`config.mk`:
```
export PLATFORM = sky130hd
export DESIGN_NAME = spi_varlen_master
export DESIGN_NICKNAME = d
export VERILOG_FILES = /design/src/rtl/spi_varlen_master.sv
export SDC_FILE = /design/constraint.sdc
export NUM_CORES = 1
export LEC_CHECK = 0
export BUFFER_PORTS_ARGS = -buffer_cell sky130_fd_sc_hd__buf_2
export CAP_MARGIN = 0
export CORE_MARGIN = 2
export CORE_UTILIZATION = 40
export CTS_BUF_LIST = sky130_fd_sc_hd__clkbuf_8 sky130_fd_sc_hd__clkbuf_16
export DETAILED_ROUTE_END_ITERATION = 8
export PLACE_DENSITY = 0.59
export SKIP_CTS_REPAIR_TIMING = 1
export SYNTH_ARGS = -nofsm -noshare
export SYNTH_HDL_FRONTEND = slang
export SYNTH_SLANG_ARGS = --single-unit
```
`constraint.sdc`:
```
create_clock -name clk -period 3.17 [get_ports clk]
set_clock_uncertainty 0.05 [all_clocks]
set_input_delay 0.317 -clock clk [delete_from_list [all_inputs] [get_ports clk]]
set_output_delay 0.317 -clock clk [all_outputs]
set_load 0.01 [all_outputs]
```
`src/rtl/spi_varlen_master.sv`:
```
module spi_varlen_master #(
  parameter int DEPTH = 4
) (
  input  logic        clk,
  input  logic        rst_n,
  input  logic        reg_wr,
  input  logic        reg_rd,
  input  logic [2:0]  reg_addr,
  input  logic [31:0] reg_wdata,
  output logic [31:0] reg_rdata,
  output logic        sclk,
  output logic        mosi,
  input  logic        miso,
  output logic        cs_n,
  output logic        irq
);
  localparam int AW = $clog2(DEPTH);
  localparam int CW = $clog2(DEPTH + 1);
  localparam int PW = 24;
  localparam logic [2:0] A_CTL0 = 3'd0, A_CTL1 = 3'd1, A_STAT = 3'd2, A_DATA = 3'd3, A_HOLD = 3'd4;

  typedef enum logic [1:0] {S_IDLE, S_SHIFT, S_GAP} st_t;

  logic [31:0] ctl0, ctl1;
  wire [11:0] speed = ctl0[31:20];
  wire        en    = ctl0[11];
  wire        cpol  = ctl0[7];

  st_t st;
  logic [11:0] div_cnt;
  logic        half, sclk_act, cs_r, hold_r;
  logic [5:0]  bits_left;
  logic [1:0]  gap_cnt;
  logic [PW-1:0] txsh, rxsh;

  logic [32:0]   tx_mem [DEPTH];
  logic [PW-1:0] rx_mem [DEPTH];
  logic [AW-1:0] tx_wp, tx_rp, rx_wp, rx_rp;
  logic [CW-1:0] tx_cnt, rx_cnt;

  wire tx_full  = tx_cnt == CW'(DEPTH);
  wire tx_empty = tx_cnt == '0;
  wire rx_full  = rx_cnt == CW'(DEPTH);
  wire rx_empty = rx_cnt == '0;
  wire busy     = st != S_IDLE;
  wire tick     = div_cnt == speed;

  wire flush   = reg_wr && reg_addr == A_CTL0 && reg_wdata[9];
  wire tx_push = reg_wr && (reg_addr == A_DATA || reg_addr == A_HOLD) && !tx_full;
  wire tx_pop  = st == S_IDLE && en && !tx_empty;
  wire done    = st == S_SHIFT && tick && half && bits_left == 6'd1;
  wire rx_push = done && !rx_full;
  wire rx_pop  = reg_rd && reg_addr == A_DATA && !rx_empty;

  wire [32:0] tx_head = tx_mem[tx_rp];
  wire [7:0]  nreq    = tx_head[31:24];
  wire [5:0]  nld     = (nreq == 8'd0) ? 6'd1 : (nreq > 8'd24) ? 6'd24 : nreq[5:0];

  always_ff @(posedge clk or negedge rst_n)
    if (!rst_n) begin
      ctl0 <= '0;
      ctl1 <= '0;
    end else if (reg_wr && reg_addr == A_CTL0) ctl0 <= reg_wdata & ~32'h200;
    else if (reg_wr && reg_addr == A_CTL1)    ctl1 <= reg_wdata;

  always_ff @(posedge clk) begin
    if (tx_push) tx_mem[tx_wp] <= {reg_addr == A_HOLD, reg_wdata};
    if (rx_push) rx_mem[rx_wp] <= rxsh;
  end

  always_ff @(posedge clk or negedge rst_n)
    if (!rst_n) begin
      tx_wp <= '0; tx_rp <= '0; tx_cnt <= '0;
      rx_wp <= '0; rx_rp <= '0; rx_cnt <= '0;
    end else if (flush) begin
      tx_wp <= '0; tx_rp <= '0; tx_cnt <= '0;
      rx_wp <= '0; rx_rp <= '0; rx_cnt <= '0;
    end else begin
      if (tx_push) tx_wp <= tx_wp + 1'b1;
      if (tx_pop)  tx_rp <= tx_rp + 1'b1;
      tx_cnt <= tx_cnt + CW'(tx_push) - CW'(tx_pop);
      if (rx_push) rx_wp <= rx_wp + 1'b1;
      if (rx_pop)  rx_rp <= rx_rp + 1'b1;
      rx_cnt <= rx_cnt + CW'(rx_push) - CW'(rx_pop);
    end

  always_ff @(posedge clk or negedge rst_n)
    if (!rst_n) begin
      st <= S_IDLE; div_cnt <= '0; half <= 1'b0; sclk_act <= 1'b0;
      cs_r <= 1'b0; hold_r <= 1'b0; bits_left <= '0; gap_cnt <= '0;
      txsh <= '0; rxsh <= '0;
    end else begin
      case (st)
        S_IDLE: begin
          div_cnt <= '0;
          if (tx_pop) begin
            st <= S_SHIFT; txsh <= tx_head[PW-1:0]; bits_left <= nld;
            hold_r <= tx_head[32]; cs_r <= 1'b1; rxsh <= '0; half <= 1'b0;
          end
        end
        S_SHIFT: begin
          div_cnt <= tick ? '0 : div_cnt + 1'b1;
          if (tick) begin
            if (!half) begin
              sclk_act <= 1'b1;
              rxsh <= {rxsh[PW-2:0], miso};
              half <= 1'b1;
            end else begin
              sclk_act <= 1'b0;
              half <= 1'b0;
              txsh <= {txsh[PW-2:0], 1'b0};
              bits_left <= bits_left - 1'b1;
              if (bits_left == 6'd1) begin
                st <= S_GAP; gap_cnt <= '0;
                if (!hold_r) cs_r <= 1'b0;
              end
            end
          end
        end
        default: begin
          div_cnt <= tick ? '0 : div_cnt + 1'b1;
          if (tick) begin
            gap_cnt <= gap_cnt + 1'b1;
            if (gap_cnt == 2'd3) st <= S_IDLE;
          end
        end
      endcase
    end

  assign sclk = sclk_act ^ cpol;
  assign mosi = txsh[PW-1];
  assign cs_n = ~cs_r;
  assign irq  = (ctl1[7] & tx_empty) | (ctl1[6] & tx_empty & ~busy);

  wire [31:0] status = {8'(tx_cnt), 8'(rx_cnt), 5'b0, tx_full, tx_empty, rx_full, rx_empty, busy, bits_left};

  always_comb
    case (reg_addr)
      A_CTL0:  reg_rdata = ctl0;
      A_CTL1:  reg_rdata = ctl1;
      A_STAT:  reg_rdata = status;
      A_DATA:  reg_rdata = rx_empty ? 32'd0 : {8'd0, rx_mem[rx_rp]};
      default: reg_rdata = 32'd0;
    endcase


  tx_drop_chk: assert property (@(posedge clk) disable iff (!rst_n)
    (reg_wr && (reg_addr == A_DATA || reg_addr == A_HOLD) && tx_full && !tx_pop) |=> tx_cnt == $past(tx_cnt));

  rx_empty_read_chk: assert property (@(posedge clk) disable iff (!rst_n)
    (reg_rd && reg_addr == A_DATA && rx_empty) |-> (reg_rdata == 32'd0));

  cs_during_shift_chk: assert property (@(posedge clk) disable iff (!rst_n)
    (st == S_SHIFT) |-> !cs_n);

  gap_idle_level_chk: assert property (@(posedge clk) disable iff (!rst_n)
    (st == S_GAP) |-> (sclk == cpol));

  irq_masked_chk: assert property (@(posedge clk) disable iff (!rst_n)
    (ctl1[7:6] == 2'b00) |-> !irq);

  rx_pop_level_chk: assert property (@(posedge clk) disable iff (!rst_n)
    (rx_pop && !rx_push && !flush) |=> rx_cnt == $past(rx_cnt) - 1'b1);
endmodule

```
# ---- Yosys cells after proc, flatten, opt, wreduce, memory -nomap -nowiden
# Memory sizes are Yosys's and may differ from the RTL's.
# Index checks and enable logic that the tools add are counted.
dict set report classes {
  bitwise 9
  n_lt_le_gt_ge 1
  muxes 54
  n_reduce_logical 40
  n_addsub 11
  eq_ne 16
}
# cell count
set ops {}
lappend ops {{two-way mux 24 bit} 7}
lappend ops {{case mux 32 bit (4 select lines)} 1}
lappend ops {{case mux 24 bit (2 select lines)} 2}
lappend ops {{two-way mux 2 bit} 18}
lappend ops {{two-way mux 6 bit} 5}
lappend ops {{two-way mux 12 bit} 2}
lappend ops {{nonzero test 2 bit} 7}
lappend ops {{logical AND 1 bit} 13}
lappend ops {{adder 12 x 1 -> 12 bit (second input constant)} 1}
lappend ops {{equality test 12 bit} 1}
lappend ops {{two-way mux 1 bit} 12}
lappend ops {{case mux 6 bit (2 select lines)} 1}
lappend ops {{AND reduction 4 bit} 3}
lappend ops {{AND reduction 6 bit} 2}
lappend ops {{adder 2 x 1 -> 2 bit (second input constant)} 5}
lappend ops {{inequality test 2 bit (second input constant)} 5}
lappend ops {{equality test 3 bit (second input constant)} 3}
lappend ops {{zero test 3 bit} 3}
lappend ops {{greater-than comparator 8 x 5 -> 1 bit (second input constant)} 1}
lappend ops {{zero test 8 bit} 1}
lappend ops {{case mux 2 bit (2 select lines)} 2}
lappend ops {{adder 3 x 1 -> 3 bit} 2}
lappend ops {{equality test 3 x 2 -> 1 bit (second input constant)} 2}
lappend ops {{equality test 6 x 1 -> 1 bit (second input constant)} 1}
lappend ops {{other kinds (18)} 31}
dict set report word_totals {
  regBits 151
  ram_bits 228
  elab_cells 151
  n_memories 2
  out_inout_bits 36
  input_bits 40
}
# memory words word_bits rd rd_clocked_by_memory_dff write_ports line
set mem_list {}
lappend mem_list {tx_mem 4 33 1 0 1 36} ;# logic [32:0] tx_mem [DEPTH];
lappend mem_list {rx_mem 4 24 1 0 1 37} ;# logic [PW-1:0] rx_mem [DEPTH];

# ---- Longest topological paths before layout
# Gate-level depths: netlist of the first run.
dict set report logic_depth {
  word_depth 8
  depth_mapped 14
  ltp_nobuf 14
}

# ---- Least setup slack after synthesis of the first run
# OpenSTA, ideal clock, no wires.
dict set report synth_timing {
  path_type {reg-to-reg}
  startpoint {reg div_cnt[0]}
  endpoint {reg rx_cnt[2]}
  stages_incl_launch_ff 14
  path_buffers 0
  period_less_slack_ns 2.763
  slack_ns 0.407
  setup_ns 0.132
  arrival_ns 2.581
  t_required_ns 2.988
  cell_sequence {dfrtp_1 > xor2_1 > nor4_1 > nand4_1 > nor3_1 > inv_1 > ha_1 > inv_1 > ha_1 > inv_1 > fa_1 > xor2_1 > xnor2_1 > nor2_1}
}
dict set report synth_via {
  elab_chain_len 8
}
# item line
set synth_lines {}
lappend synth_lines {{from (decl)} 30} ;# logic [11:0] div_cnt;
lappend synth_lines {{from (signal assigned)} 102} ;# div_cnt <= tick ? '0 : div_cnt + 1'b1;
lappend synth_lines {{from (signal assigned)} 121} ;# div_cnt <= tick ? '0 : div_cnt + 1'b1;
lappend synth_lines {{equality test 12 bit} 46} ;# wire tick = div_cnt == speed;
lappend synth_lines {{logical AND 1 bit (3 in series)} 51} ;# wire done = st == S_SHIFT && tick && half && bits_left == 6'd1;
lappend synth_lines {{logical AND 1 bit} 52} ;# wire rx_push = done && !rx_full;
lappend synth_lines {{adder 3 x 1 -> 3 bit} 84} ;# rx_cnt <= rx_cnt + CW'(rx_push) - CW'(rx_pop);
lappend synth_lines {{subtractor 3 x 1 -> 3 bit} 84}
lappend synth_lines {{two-way mux 3 bit} 75} ;# end else if (flush) begin
lappend synth_lines {{to (signal assigned)} 84}
lappend synth_lines {{to (decl)} 39} ;# logic [CW-1:0] tx_cnt, rx_cnt;
# Every way passes these cells.
# A chain may end at the register's enable or synchronous reset.

# ---- Final worst setup path of the first run
dict set report layout_timing {
  startpoint {reg rx_cnt[2]}
  endpoint {out reg_rdata[12]}
}
dict set report layout_via {
  elab_chain_len 3
}
# item line
set layout_lines {}
lappend layout_lines {{zero test 3 bit} 44} ;# wire rx_empty = rx_cnt == '0;
lappend layout_lines {{two-way mux 24 bit} 142} ;# A_DATA: reg_rdata = rx_empty ? 32'd0 : {8'd0, rx_mem[rx_rp]};
lappend layout_lines {{case mux 32 bit (4 select lines)} 138} ;# case (reg_addr)
lappend layout_lines {{to (decl)} 10} ;# output logic [31:0] reg_rdata,
# Every way passes these cells.

==> results of run 1 <==
final cells by class:
type | count | area share (%)
Antenna cell | 1 | 0.0137
Clock buffer | 43 | 5.70
Clock inverter | 30 | 1.23
Inverter | 29 | 0.596
Multi-Input combinational cell | 545 | 26.0
Sequential cell | 379 | 58.1
Tap cell | 518 | 3.55
Timing Repair Buffer | 128 | 4.76
layout by cell type (no fill, tap or decap), types with 5 or more instances in the layout:
cell / synthesis / final
edfxtp_1: 228 / 228
dfrtp_1: 151 / 150
nand2_1: 88 / 88
mux2_2: 84 / 84
buf_2: 3 / 74
nor2_1: 65 / 65
mux4_2: 54 / 54
inv_1: 28 / 42
buf_4: 1 / 41
clkbuf_16: 0 / 40
a22o_1: 31 / 31
a21oi_1: 29 / 29
xnor2_1: 18 / 18
xor2_1: 18 / 18
nor2b_1: 18 / 17
ha_1: 16 / 16
o21ai_0: 11 / 11
and2_1: 10 / 11
a221oi_1: 9 / 9
mux2i_1: 8 / 8
nand3_1: 8 / 8
nor3_1: 10 / 8
a222oi_1: 8 / 8
nand4_1: 6 / 6
clkinv_1: 1 / 6
dlygate4sd3_1: 0 / 6
buf_12: 1 / 6
nor4_1: 7 / 5
and3_1: 5 / 5
state kept, by name (all words and copies together), names as in the netlist, 3 cells and up:
register / cells
div_cnt: 12
rxsh: 24
bits_left: 6
ctl1: 32
rx_cnt: 3
rx_mem: 96
tx_mem: 132
txsh: 24
ctl0: 31
tx_cnt: 3
kinds of logic after synthesis:
kind of cell,synth area share [%]
AND/OR/NAND/NOR,6.99
multiplexers,14.7
AO/OA/AOI/OAI,4.92
XOR/XNOR,2.01
buffers and inverters,2.25
flip-flops,67.6
adder cells (fa/ha/maj),1.53
per-layer routing:
| metal | vias to the layer above | wire, µm |
|---|---|---|
| li1 | 4011 | - |
| met1 | 4584 | 16100 |
| met2 | 155 | 17400 |
| met3 | 58 | 1170 |
| met4 | 0 | 1030 |
| met5 | - | 0 |
critical path, cell delays in order, from the launching register on:
cell      delay, ns
dfrtp_1        0.40
or3_1          0.45
and3_1         0.21
buf_4          0.24
a222oi_1       0.55
inv_1          0.08
buf_2          0.15
metrics by stage:
| stage | utilization [%] | total power, mW | setup WS (ns) |
|---|---|---|---|
| 6_report | 47.2 | 13.8 | 0.168 |
| 5_1_grt | 47.2 | 14.5 | 0.0155 |
| 4_1_cts | 47.0 | 14.0 | 0.120 |
| 3_5_place_dp | 43.7 | 9.44 | 0.180 |
| 3_3_place_gp | 43.7 | 9.37 | 0.222 |
| 2_1_floorplan | - | 8.41 | 0.407 |
power groups by stage:
| stage | clock (mW) | sequential (mW) | combinational, mW |
|---|---|---|---|
| after detailed placement | 0 | 6.49 | 2.94 |
| after global placement | 0 | 6.47 | 2.90 |
| after global routing | 4.77 | 6.48 | 3.23 |
| final | 4.49 | 6.39 | 2.92 |
| after CTS | 4.59 | 6.40 | 2.96 |
| after floorplan | 0 | 6.18 | 2.23 |
worst paths after layout:
path | from | end | slack (ns) | depth (start not counted)
worst min-delay path | reg_wdata[31] | tx_mem[1][31] | 0.004 | 1
max in group asynchronous | rst_n | ctl1[23] | 1.89 | 3
worst min register to register | ctl0[18] | ctl0[18] | 0.45 | 1
worst max register to register | div_cnt[0] | txsh[4] | 0.26 | 6
min in group asynchronous | rst_n | txsh[3] | 0.35 | 2
worst max-delay path | rx_cnt[2] | reg_rdata[12] | 0.17 | 6
==> run_results.csv, run 1 <==
group,metric,value,unit
synth,post-synth-top-count-cell,"edfxtp_1",
detailed_routing,wl_per_cell,21.3,µm
power_and_ir_drop,switching_share,28.5,%
cts,cts_root_buf,"clkbuf_16",
detailed_routing,vias,8808,
detailed_routing,drtIter0Drc,642,
synth,yosys-top-cells-area,"edfxtp_1, dfrtp_1, mux4_2",
cells_and_area,multi_input_area,4760,µm²
power_and_ir_drop,p_per_area,755,nW/µm²
global_route,grt_usage,17.7,%
die,die_y,202,µm
flow_run,drv_cap,0,
cells_and_area,register_area,10600,µm²
sta,period_share,94.7,%
sta,fin_tns_setup,0,ns
die,start_util,40.5,%
die,io_pins,76,
place,hpwl,23400,µm
global_route,grt_pass1_wl,55300,µm
detailed_routing,routed_wl,35600,µm
detailed_routing,vias_per_cell,5.26,
global_route,antenna_found_initial,1,
global_route,grt.met2_usage,29.4,%
sta,rsz0062_at_grt,"no",
place,placed_cells,1593,
synth,synth_top_area_share,43.6,%
place,portBuffers,75,
cts,clk_pin_slew,0.06,ns
detailed_routing,drc_errors,0,
die,core_area,38700,µm²
sta,setup_viol,0,
synth,synth_area,15700,µm²
detailed_routing,detail_route.first_pass.iterations,5,
synth,yosysUniqueCellTypes,55,
power_and_ir_drop,p_int,9.86,mW
place,place.gp.congestion,0.852,
global_route,met3_usage,2.48,%
worst_setup_path,crit_fanout,24,
synth,netlist_instances,1008,
cts,cts_made_buffers,40,
power_and_ir_drop,leakagePower,7.32,nW
global_route,grt_pass1_vias,9196,
synth,ys_seq_elements,379,
worst_setup_path,endpoint_kind,"primary output",
cells_and_area,nets,1181,
power_and_ir_drop,p_sw,3.94,mW
sta,drv_slew,0,
sta,final-hold-violation-count,0,
power_and_ir_drop,power_frac_clock,32.5,%
global_route,grt.overflow.total,0,
cts,clk-insertion-delay-late,0.54,ns
outcome,status,"completed",
worst_setup_path,cp.required,2.80,ns
power_and_ir_drop,max-vdd-ir-drop,368,µV
cells_and_area,n_fill_cell,3412,
cts,cts_tree,"built",
die,dieArea,40900,µm²
global_route,grtUsageMet1,24.2,%
synth,ys.flop_type,"edfxtp_1",
synth,synth_nets,1066,
worst_hold_path,hp-class,"in2reg",
die,row_count,72,
synth,async_flop_share,39.8,%
synth,ys_seq_area_share,67.6,%
cts,cts_buffer_depth,3,
worst_setup_path,startpoint_type,"flop",
sta,whs,0.00382,ns
sta,tightest_slew,0.878,ns
cells_and_area,final_cells,1673,
cts,cts_max_level,2,
sta,fmax,333,MHz
global_route,grt-busiest-layer,"met2",
place,postPlaceCellArea,16900,µm²
cts,clock-sinks,379,
worst_setup_path,crit_type,"reg2out",
detailed_routing,final_antenna_net_count,0,
die,dieWidth,202,µm
sta,maxSlewHeadroom,41.5,%
worst_setup_path,arrival,2.63,ns
power_and_ir_drop,p_seq_share,46.3,%
synth,ys.warnings.count,0,
cells_and_area,drive_above_1_share,28.4,%
cells_and_area,areaGrowthSynthToFinish,16.4,%
sta,fin_crit,3.00,ns
global_route,grt_max_degree,81,
synth,synth_edf_count,228,
synth,yosysTopAreaCell,"edfxtp_1",
cells_and_area,stdcell_area,18300,µm²
synth,syn_avg_cell_area,15.6,µm²
power_and_ir_drop,combPwrFrac,21.2,%
synth,synth_common_cells,"edfxtp_1, dfrtp_1, nand2_1",
(Power assumes the default switching activity.)
==> inputs of run 2 (changes only) <==
--- a/config.mk
+++ b/config.mk
@@ -5,6 +5,7 @@
 export SDC_FILE = /design/constraint.sdc
 export NUM_CORES = 1
 export LEC_CHECK = 0
+export ABC_AREA = 1
 export BUFFER_PORTS_ARGS = -buffer_cell sky130_fd_sc_hd__buf_2
 export CAP_MARGIN = 0
 export CORE_MARGIN = 2
==> run 2 against run 1 <==
The flow now finishes with violations (hold timing). Sequential power shrank 2%. Non-clock buffer count is the same. Setup slack better by 0.20 ns. Final cell count increased by 30%. Clock power down 4%. Largest power group unchanged. Maximum frequency is 7.0% higher. Clock-buffer cell count rose by 2. Synthesized cell count rose by 51%. Flip-flop and latch count unchanged. Combinational power grew 24%. Die area grew 2.2%. Largest cell class unchanged. First-iteration DRC count up 22%.
==> run_results.csv, run 2 <==
group,metric,value,unit
die,row_count,73,
cts,cts_buffer_depth,3,
cells_and_area,reg_top3,"tx_mem (132), rx_mem (96), ctl1 (32)",
die,io_pins,76,
detailed_routing,drc_errors,0,
cells_and_area,areaGrowthSynthToFinish,15.8,%
place,postPlaceCellArea,17200,µm²
synth,synth_top_area_share,42.6,%
worst_setup_path,ff2ff_setup_slack,0.51,ns
sta,whs,-0.00286,ns
sta,period_share,88.5,%
synth,yosys-top-cells-area,"edfxtp_1, dfrtp_1, nand2_1",
power_and_ir_drop,p_total,14.2,mW
cts,cts_max_level,2,
detailed_routing,vias,11107,
place,portBuffers,75,
die,core_area,39600,µm²
cts,clk_pin_slew,0.06,ns
power_and_ir_drop,combPwrFrac,25.4,%
sta,rsz0062_at_grt,"no",
power_and_ir_drop,p_int,9.54,mW
worst_hold_path,hp-class,"in2reg",
die,die_y,204,µm
worst_setup_path,startpoint_type,"flop",
detailed_routing,wl_per_cell,18.2,µm
cells_and_area,final_common_cell,"nand2_1",
cts,cts_root_buf,"clkbuf_16",
sta,fin_tns_setup,0,ns
power_and_ir_drop,p_sw,4.63,mW
sta,maxSlewHeadroom,49.6,%
power_and_ir_drop,power_frac_clock,30.5,%
detailed_routing,routed_wl,39600,µm
cells_and_area,nets,1676,
cells_and_area,final_util,46.9,%
place,place.gp.congestion,0.877,
power_and_ir_drop,p_seq_share,44.0,%
cells_and_area,top_register,"tx_mem",
power_and_ir_drop,switching_share,32.7,%
global_route,antenna_found_initial,2,
worst_setup_path,crit_fanout,32,
detailed_routing,final_antenna_net_count,0,
cts,cts_made_buffers,39,
synth,ys.flop_type,"edfxtp_1",
power_and_ir_drop,leakagePower,7.76,nW
global_route,grt_pass1_wl,60700,µm
synth,syn_avg_cell_area,10.6,µm²
worst_setup_path,crit_type,"reg2out",
sta,fin_crit,2.81,ns
cells_and_area,drive_above_1_share,13.0,%
place,hpwl,25900,µm
synth,ys_seq_elements,379,
sta,drv_slew,0,
worst_setup_path,critPathBufInv,3,
cells_and_area,n_fill_cell,3690,
synth,synth_nets,1578,
cts,clock-sinks,379,
detailed_routing,detail_route.first_pass.iterations,5,
cells_and_area,multi_input_area,4720,µm²
synth,synth_area,16100,µm²
synth,async_flop_share,39.8,%
sta,final-hold-violation-count,4,
flow_run,drv_cap,0,
cells_and_area,largest_register_ff_count,132,
die,dieWidth,204,µm
worst_setup_path,crit_family,"buffers and inverters",
worst_setup_path,cp.required,2.80,ns
global_route,grt_pass1_vias,10441,
synth,synth_common_cells,"nand2_1, edfxtp_1, o21ai_0",
detailed_routing,vias_per_cell,5.11,
cells_and_area,register_area,10600,µm²
worst_setup_path,slowest_stage,"inv_1",
synth,synth_edf_count,228,
worst_setup_path,endpoint_kind,"primary output",
global_route,grt_max_degree,82,
global_route,grt_usage,19.1,%
cts,clk-insertion-delay-late,0.53,ns
cells_and_area,stdcell_area,18600,µm²
synth,yosysTopAreaCell,"edfxtp_1",
worst_setup_path,slowest_delay,0.46,ns
die,start_util,40.5,%
synth,netlist_instances,1520,
synth,yosysUniqueCellTypes,49,
synth,ys.warnings.count,0,
sta,fmax,356,MHz
worst_setup_path,arrival,2.44,ns
power_and_ir_drop,max-vdd-ir-drop,358,µV
global_route,grt.overflow.total,0,
synth,post-synth-top-count-cell,"nand2_1",
cts,cts_tree,"built",
die,dieArea,41800,µm²
sta,setup_viol,0,
outcome,status,"finished with violations",
detailed_routing,drtIter0Drc,781,
power_and_ir_drop,p_per_area,762,nW/µm²
outcome,failed_checks,"hold timing",
synth,ys_seq_area_share,66.1,%
worst_setup_path,cp_cell_sequence,"inv_1 > buf_12 > nor2_1 > o22ai_1 > nand2_1 > o2111ai_1 > buf_2",
sta,tightest_slew,0.754,ns
cells_and_area,layout_common_cells,"nand2_1, edfxtp_1, o21ai_0",
[run 2: changes by cell type in the layout (fill, tap and decap cells not counted), sizes merged, moves of 14 or more]
cell | before | now
o22ai | 2 | 40
buf | 122 | 108
dlygate4sd3 | 6 | 20
a21oi | 30 | 13
mux4 | 54 | 0
o21ai | 12 | 233
nand3 | 8 | 37
mux2 | 88 | 10
nand2 | 88 | 355
inv | 43 | 135
nor2b | 18 | 0
nor2 | 66 | 183
a22o | 31 | 1
[run 2: layout make-up]
class / count / share of cell area (%)
Antenna cell: 1 / 0.0135
Clock inverter: 26 / 0.699
Clock buffer: 45 / 5.81
Tap cell: 525 / 3.53
Timing Repair Buffer: 128 / 5.06
Inverter: 117 / 2.37
Multi-Input combinational cell: 953 / 25.4
Sequential cell: 379 / 57.1
[run 2: power groups by stage]
stage / Sequential [mW] / Clock, mW / Combinational [mW]
floorplan: 6.19 / 0 / 2.53
global placement: 6.31 / 0 / 3.58
detailed placement: 6.33 / 0 / 3.63
CTS: 6.24 / 4.42 / 3.65
global route: 6.31 / 4.62 / 4.09
finish: 6.24 / 4.33 / 3.61
[run 2: layer usage]
layer  global-route usage [%]  wire (µm)  share of wire (%)
met5                        0         24              0.061
met4                     5.49        884                2.2
met3                     3.30       2200                5.6
met2                     30.6      18700                 47
met1                     26.8      17800                 45
[run 2: worst reg2reg max path: stages, from the launching register on]
cell	delay [ns]
dfrtp_1	0.40
inv_1	0.11
nand2_1	0.06
nand2_1	0.05
nand2_1	0.07
nor2_1	0.14
nand3_2	0.19
nor2_1	0.17
nand2_1	0.09
ha_1	0.28
inv_1	0.04
ha_1	0.16
inv_1	0.06
fa_1	0.40
or2_2	0.29
inv_1	0.05
[run 2: cell families after synthesis]
logic type / synth area share [%]
AND/OR/NAND/NOR: 15.4
flip-flops: 66.1
AO/OA/AOI/OAI: 10.9
buffers and inverters: 4.76
adder cells (fa/ha/maj): 1.50
XOR/XNOR: 0.600
multiplexers: 0.701
[run 2: metrics by stage]
stage	instances	worst slack, ns	hold slack, ns
after detailed placement	2082	0.500	0.296
final	2174	0.365	-0.00286
after global placement	2082	0.548	0.287
after CTS	2153	0.322	-0.275
after floorplan	1520	0.374	-0.0286
after global routing	2173	0.200	0.00273
[run 2: worst paths after layout]
kind / startpoint / end / cells after the start
max in group asynchronous: rst_n / rxsh[2] / 3
worst min register to register: txsh[11] / txsh[11] / 2
worst min-delay path: reg_wdata[10] / tx_mem[1][10] / 1
min in group asynchronous: rst_n / txsh[14] / 2
worst max register to register: div_cnt[1] / rx_cnt[1] / 15
worst max-delay path: rx_rp[0] / reg_rdata[1] / 7
